## config.mk

```make
export PLATFORM = sky130hd
export DESIGN_NAME = zero_gated_word_store
export DESIGN_NICKNAME = d
export VERILOG_FILES = /design/src/rtl/zgs_pkg.sv /design/src/rtl/zgs_zero_detect.sv /design/src/rtl/zgs_sat_counter.sv /design/src/rtl/zgs_bank.sv /design/src/rtl/zero_gated_word_store.sv
export SDC_FILE = /design/constraint.sdc
export NUM_CORES = 2
export LEC_CHECK = 0
export BUFFER_PORTS_ARGS = -buffer_cell sky130_fd_sc_hd__buf_2
export CORE_MARGIN = 2
export CORE_UTILIZATION = 32
export CTS_CLUSTER_SIZE = 25
export DETAILED_ROUTE_END_ITERATION = 8
export PLACE_DENSITY = 0.44
export SLEW_MARGIN = 25
export SYNTH_ARGS = -nofsm -noshare
export SYNTH_HDL_FRONTEND = slang
export SYNTH_HIERARCHICAL = 1
export SYNTH_SLANG_ARGS = --single-unit
```

## constraint.sdc

```tcl
create_clock -name clk_i -period 7.66 [get_ports clk_i]
set_input_delay 1.532 -clock clk_i [delete_from_list [all_inputs] [get_ports clk_i]]
set_output_delay 1.532 -clock clk_i [all_outputs]
set_load 0.005 [all_outputs]
```

## src/rtl/zgs_pkg.sv

```systemverilog
package zgs_pkg;

    localparam int unsigned LANE_W    = 8;
    localparam int unsigned LANES     = 4;
    localparam int unsigned WORD_W    = LANE_W * LANES;
    localparam int unsigned CNT_INC_W = $clog2(LANES + 1);

    typedef logic [WORD_W-1:0] word_t;
    typedef logic [LANES-1:0]  lane_t;
    typedef logic [CNT_INC_W-1:0] lane_cnt_t;

    // One registered read result
    typedef struct packed {
        logic  valid;
        word_t data;
        lane_t drv;
    } rd_beat_t;

    // Mask of lanes whose byte holds at least one set bit
    function automatic lane_t lane_nonzero(input word_t w);
        lane_t m;
        for (int l = 0; l < int'(LANES); l++) begin
            m[l] = |w[l*LANE_W +: LANE_W];
        end
        return m;
    endfunction

    function automatic lane_cnt_t lane_popcount(input lane_t m);
        lane_cnt_t c;
        c = '0;
        for (int l = 0; l < int'(LANES); l++) begin
            c = c + lane_cnt_t'(m[l]);
        end
        return c;
    endfunction

endpackage

```

## src/rtl/zgs_zero_detect.sv

```systemverilog
module zgs_zero_detect
    import zgs_pkg::*;
(
    input  word_t data_i,
    output lane_t zero_o
);

    // One all-zero detector per lane, working in parallel with address decode
    for (genvar g = 0; g < int'(LANES); g++) begin : g_lane
        assign zero_o[g] = ~|data_i[g*LANE_W +: LANE_W];
    end

endmodule

```

## src/rtl/zgs_sat_counter.sv

```systemverilog
module zgs_sat_counter #(
    parameter int unsigned W     = 32,
    parameter int unsigned INC_W = 3
) (
    input  logic             clk_i,
    input  logic             rst_ni,
    input  logic [INC_W-1:0] inc_i,
    output logic [W-1:0]     cnt_o
);

    logic [W-1:0] cnt_d, cnt_q;
    logic [W:0]   sum;

    always_comb begin
        sum   = {1'b0, cnt_q} + (W+1)'(inc_i);
        cnt_d = sum[W] ? '1 : sum[W-1:0];
    end

    always_ff @(posedge clk_i) begin
        if (!rst_ni) cnt_q <= '0;
        else         cnt_q <= cnt_d;
    end

    assign cnt_o = cnt_q;

    AST_CNT_NO_WRAP: assert property (@(posedge clk_i) disable iff (!rst_ni)
        cnt_q >= $past(cnt_q));
    AST_CNT_SAT_HOLD: assert property (@(posedge clk_i) disable iff (!rst_ni)
        (cnt_q == '1) |=> (cnt_q == '1));
    AST_CNT_IDLE_HOLD: assert property (@(posedge clk_i) disable iff (!rst_ni)
        (inc_i == '0) |=> $stable(cnt_q));

endmodule

```

## src/rtl/zgs_bank.sv

```systemverilog
module zgs_bank
    import zgs_pkg::*;
#(
    parameter int unsigned DEPTH = 64,
    localparam int unsigned AW   = $clog2(DEPTH)
) (
    input  logic          clk_i,
    input  logic          rst_ni,
    input  logic          wr_en_i,
    input  logic [AW-1:0] wr_addr_i,
    input  word_t         wr_data_i,
    input  lane_t         wr_be_i,
    input  lane_t         wr_zero_i,
    input  logic          rd_en_i,
    input  logic [AW-1:0] rd_addr_i,
    output lane_t         rd_gate_o,
    output rd_beat_t      rd_beat_o
);

    // Flags reset to "all zero"; data cells carry no reset
    lane_t    flag_d [DEPTH];
    lane_t    flag_q [DEPTH];
    word_t    mem_d  [DEPTH];
    word_t    mem_q  [DEPTH];
    rd_beat_t beat_d, beat_q;
    lane_t    rd_flag;

    always_comb begin
        flag_d = flag_q;
        mem_d  = mem_q;

        // Read path sees state before any same-cycle write
        rd_flag      = flag_q[rd_addr_i];
        beat_d       = '0;
        beat_d.valid = rd_en_i;
        if (rd_en_i) begin
            beat_d.drv = ~rd_flag;
            for (int l = 0; l < int'(LANES); l++) begin
                if (!rd_flag[l]) begin
                    beat_d.data[l*LANE_W +: LANE_W] = mem_q[rd_addr_i][l*LANE_W +: LANE_W];
                end
            end
        end

        // Write path: flag always updated for enabled lanes, cell only when nonzero
        if (wr_en_i) begin
            for (int l = 0; l < int'(LANES); l++) begin
                if (wr_be_i[l]) begin
                    flag_d[wr_addr_i][l] = wr_zero_i[l];
                    if (!wr_zero_i[l]) begin
                        mem_d[wr_addr_i][l*LANE_W +: LANE_W] = wr_data_i[l*LANE_W +: LANE_W];
                    end
                end
            end
        end
    end

    always_ff @(posedge clk_i) begin
        if (!rst_ni) begin
            for (int i = 0; i < int'(DEPTH); i++) begin
                flag_q[i] <= '1;
            end
            beat_q <= '0;
        end else begin
            flag_q <= flag_d;
            beat_q <= beat_d;
        end
        mem_q <= mem_d;
    end

    assign rd_gate_o = rd_en_i ? rd_flag : '0;
    assign rd_beat_o = beat_q;

    AST_RD_LATENCY: assert property (@(posedge clk_i) disable iff (!rst_ni)
        rd_en_i |=> beat_q.valid);
    AST_NO_SPURIOUS_VALID: assert property (@(posedge clk_i) disable iff (!rst_ni)
        !rd_en_i |=> (!beat_q.valid && beat_q.drv == '0 && beat_q.data == '0));
    AST_DRIVEN_NONZERO: assert property (@(posedge clk_i) disable iff (!rst_ni)
        (beat_q.drv & ~lane_nonzero(beat_q.data)) == '0);
    AST_UNDRIVEN_ZERO: assert property (@(posedge clk_i) disable iff (!rst_ni)
        (~beat_q.drv & lane_nonzero(beat_q.data)) == '0);
    AST_DRV_MATCHES_GATE: assert property (@(posedge clk_i) disable iff (!rst_ni)
        rd_en_i |=> (beat_q.drv == ~$past(rd_gate_o)));

endmodule

```

## src/rtl/zero_gated_word_store.sv

```systemverilog
module zero_gated_word_store
    import zgs_pkg::*;
#(
    parameter int unsigned DEPTH = 64,
    parameter int unsigned CNT_W = 32,
    localparam int unsigned AW   = $clog2(DEPTH)
) (
    input  logic              clk_i,
    input  logic              rst_ni,
    input  logic              wr_en_i,
    input  logic [AW-1:0]     wr_addr_i,
    input  logic [WORD_W-1:0] wr_data_i,
    input  logic [LANES-1:0]  wr_be_i,
    input  logic              rd_en_i,
    input  logic [AW-1:0]     rd_addr_i,
    output logic              rd_valid_o,
    output logic [WORD_W-1:0] rd_data_o,
    output logic [LANES-1:0]  rd_drv_o,
    output logic [CNT_W-1:0]  wr_skip_cnt_o,
    output logic [CNT_W-1:0]  rd_skip_cnt_o
);

    lane_t     wr_zero;
    lane_t     rd_gate;
    rd_beat_t  beat;
    lane_cnt_t wr_skip_inc;
    lane_cnt_t rd_skip_inc;

    zgs_zero_detect u_detect (
        .data_i (wr_data_i),
        .zero_o (wr_zero)
    );

    zgs_bank #(.DEPTH(DEPTH)) u_bank (
        .clk_i     (clk_i),
        .rst_ni    (rst_ni),
        .wr_en_i   (wr_en_i),
        .wr_addr_i (wr_addr_i),
        .wr_data_i (wr_data_i),
        .wr_be_i   (wr_be_i),
        .wr_zero_i (wr_zero),
        .rd_en_i   (rd_en_i),
        .rd_addr_i (rd_addr_i),
        .rd_gate_o (rd_gate),
        .rd_beat_o (beat)
    );

    always_comb begin
        wr_skip_inc = wr_en_i ? lane_popcount(wr_be_i & wr_zero) : '0;
        rd_skip_inc = lane_popcount(rd_gate);
    end

    zgs_sat_counter #(.W(CNT_W), .INC_W(CNT_INC_W)) u_wr_cnt (
        .clk_i  (clk_i),
        .rst_ni (rst_ni),
        .inc_i  (wr_skip_inc),
        .cnt_o  (wr_skip_cnt_o)
    );

    zgs_sat_counter #(.W(CNT_W), .INC_W(CNT_INC_W)) u_rd_cnt (
        .clk_i  (clk_i),
        .rst_ni (rst_ni),
        .inc_i  (rd_skip_inc),
        .cnt_o  (rd_skip_cnt_o)
    );

    assign rd_valid_o = beat.valid;
    assign rd_data_o  = beat.data;
    assign rd_drv_o   = beat.drv;

    AST_WR_CNT_NONZERO_HOLD: assert property (@(posedge clk_i) disable iff (!rst_ni)
        (wr_en_i && (wr_be_i & wr_zero) == '0) |=> $stable(wr_skip_cnt_o));
    AST_RD_CNT_IDLE_HOLD: assert property (@(posedge clk_i) disable iff (!rst_ni)
        !rd_en_i |=> $stable(rd_skip_cnt_o));
    AST_NO_WRITE_NO_WCNT: assert property (@(posedge clk_i) disable iff (!rst_ni)
        !wr_en_i |=> $stable(wr_skip_cnt_o));

endmodule

```

==> impl_metrics.csv <==
group,metric,value,unit
status,status,"finished clean",
synth,avgSynthCellArea,15.8,sq um
synth,yosys_warnings,6,
clocking,cts_tree,"built",
clocking,htreeDepth,5,
timing,fin_crit_sh,80.4,%
clocking,cts.sinks,2405,
clocking,clk_latency,0.90,ns
routing,drt_iter0_markers,6877,
routing,vias_per_cell,5.53,
routing,wl_per_cell,32.2,um
global_route,grt_max_degree,120,
global_route,grt_remaining_overflow,0,
timing,setup_viol,0,
worst_setup_path,worst_ep_required_time,8.46,ns
worst_setup_path,start_kind,"input port",
synth,synth_mux_area_share,13.9,%
placement,gp_congestion,0.922,
synth,synth_edf_count,2048,
timing,relSlewSlack,21.0,%
power,power.internal,22000,uW
floorplan,fp-row-count,202,
power,p_leak,0.0354,uW
finish,final_cell_area,112000,sq um
clocking,cts-buffers-inserted,277,
timing,fin_skew,0.0519,ns
global_route,track_usage,21.8,%
synth,synth-simple-area-share,6.32,%
worst_setup_path,arrival,6.96,ns
synth,synth_top_area_share,63.0,%
routing,wirelength,344,mm
synth,synth_area_leader_cell,"edfxtp_1",
global_route,antenna_found_initial,20,
floorplan,io_pins,153,
power,power_frac_clock,44.9,%
global_route,grt_pass1_wl,475,mm
synth,dominantRegCellSynth,"edfxtp_1",
power,powerDensity,254,nW/um^2
power,total_switching_power,6620,uW
synth,synth-compound-area-share,6.18,%
timing,fin_crit,6.16,ns
worst_setup_path,crit_type,"input port to flip-flop",
synth,ys_ff_latch,2405,
worst_setup_path,worstPathMaxFanout,36,
power,ir_worst_vdd,164,uV
synth,synthAdderAreaFrac,0.210,%
clocking,cts_resized,0,
finish,drive_above_1_share,22.5,%
power,netSwitchingFraction,23.1,%
floorplan,start_util,32.2,%
synth,synth_top_family_by_area,"multiplexers",
worst_setup_path,r2r_slack,2.39,ns
placement,dpl_cell_area,104000,sq um
placement,io_buffer_count,152,
timing,worst_slew_pin_slew,1.18,ns
synth,async_reset_ff_share,0,%
synth,ys_top_cells_by_area,"edfxtp_1, mux4_2, dfxtp_1, nor2_1, mux2i_1",
synth,ys_types,92,
finish,num-nets-final,6527,
clocking,ctsRootBufferMaster,"clkbuf_16",
routing,num_vias,58964,
power,power_frac_comb,5.3,%
worst_setup_path,end_kind,"flip-flop",
synth,syn_inst,6198,
floorplan,die_h,556,um
floorplan,coreArea,303000,sq um
clocking,path_clk_slew,0.06,ns
routing,antenna_left,0,
job,drv_cap,0,
placement,dp_hpwl,223,mm
worst_hold_path,hold_class,"flip-flop to flip-flop",
synth,netlist_area,97600,sq um
global_route,grt_pass1_vias,58335,
synth,syn_nets,6264,
timing,fin_tns_setup,0,ns
floorplan,die_area,310000,sq um
clocking,hold_buffers,0,
finish,final_common_cell,"edfxtp_1",
routing,first_pass_iters,8,
floorplan,die_w,556,um
finish,area_growth_syn_to_layout,15.2,%
timing,rsz0062_at_grt,"no",
timing,max_freq,162,MHz
synth,synth_xor_area_share,0.413,%
timing,maxSlewViolCount,0,
finish,layout_common_cells,"edfxtp_1, nor2_1, mux4_2",
clocking,cts_max_path_buffers,4,
power,seqPwrFrac,49.8,%
timing,final_hold_viol_count,0,
routing,post-route-drc-count,0,
synth,ys_seq_area_share,70.3,%
clocking,cts_setup_buffers,0,
==> critical path: stages <==
cell     delay, ns
buf_6         0.38
inv_1         0.53
buf_4         0.35
o21ai_0       0.17
a32oi_1       0.10
or2_2         0.34
nor2_1        0.11
inv_1         0.07
fa_1          0.68
inv_1         0.16
ha_1          0.22
ha_1          0.19
ha_1          0.37
and2_1        0.18
o21ai_1       0.06
buf_4         0.18
or3_1         0.39
or3_1         0.50
buf_12        0.24
a21oi_1       0.14
==> power by group through the flow <==
| stage | logic (uW) | clock network [uW] | registers (uW) |
|---|---|---|---|
| after floorplan | 832 | 0 | 14500 |
| after global placement | 1500 | 0 | 14500 |
| after detailed placement | 1510 | 0 | 14500 |
| after CTS | 1520 | 13100 | 14200 |
| after global routing | 1590 | 13600 | 14200 |
| final | 1510 | 12800 | 14200 |
==> synthesized netlist by cell type, drive strengths merged, types with 32 or more instances <==
cell type	n
and2	47
nand2	227
nor2b	38
a211oi	55
dfxtp	357
nor3	44
nand3	41
mux4	466
clkbuf	295
edfxtp	2048
a21oi	395
o21ai	306
nor2	919
mux2i	284
buf	177
o22ai	96
a31oi	32
o221ai	69
==> kinds of logic after synthesis <==
logic type | Yosys count
multiplexers | 769
XOR/XNOR | 46
adder cells (fa/ha/maj) | 14
flip-flops | 2405
AO/OA/AOI/OAI | 1028
buffers and inverters | 496
AND/OR/NAND/NOR | 1440
==> per-layer routing <==
metal | global-route usage, % | vias to the layer above | share of wire, %
met5 | 0 | - | 0.0038
met4 | 6.77 | 2 | 3.1
met3 | 4.04 | 512 | 7.2
met2 | 34.1 | 2378 | 46
met1 | 30.6 | 31497 | 44
li1 | - | 24575 | -
==> registers in the layout, indices dropped and copies added, names as in the netlist <==
signal and count:
u_bank/mem_q 2048, u_bank/rd_beat_o 37, u_wr_cnt/cnt_o 32, u_bank/flag_q 256
u_rd_cnt/cnt_o 32
==> path summary, 6_finish.rpt <==
path                      startpoint  depth (start not counted)            endpoint
setup / recovery        rd_addr_i[3]                         20  u_rd_cnt/cnt_o[17]
hold reg to reg    u_bank/flag_q[96]                          2   u_bank/flag_q[96]
setup reg to reg  u_bank/flag_q[141]                         19  u_rd_cnt/cnt_o[17]
hold / removal     u_bank/flag_q[96]                          2   u_bank/flag_q[96]
==> stage by stage <==
| stage | setup WS [ns] | hold WS, ns | utilization, % | power [uW] | instances |
|---|---|---|---|---|---|
| CTS | 1.57 | 0.525 | 37.0 | 28900 | 10657 |
| global placement | 0.626 | 0.499 | 34.1 | 16000 | 10159 |
| global route | 1.32 | 0.536 | 37.1 | 29400 | 10660 |
| detailed placement | 0.620 | 0.509 | 34.2 | 16000 | 10160 |
| finish | 1.50 | 0.523 | 37.1 | 28600 | 10666 |
| floorplan | 1.50 | 0.473 | - | 15300 | 6198 |
==> final cells by class <==
cell class / count / area (sq um)
Timing Repair Buffer: 456 / 3170
Fill cell: 28570 / 191000
Clock inverter: 129 / 1200
Sequential cell: 2405 / 68600
Tap cell: 3978 / 4980
Antenna cell: 9 / 22.5
Clock buffer: 368 / 7560
Inverter: 24 / 95.1
Multi-Input combinational cell: 3297 / 26800
No activity file was read; power rests on OpenSTA's default activity.
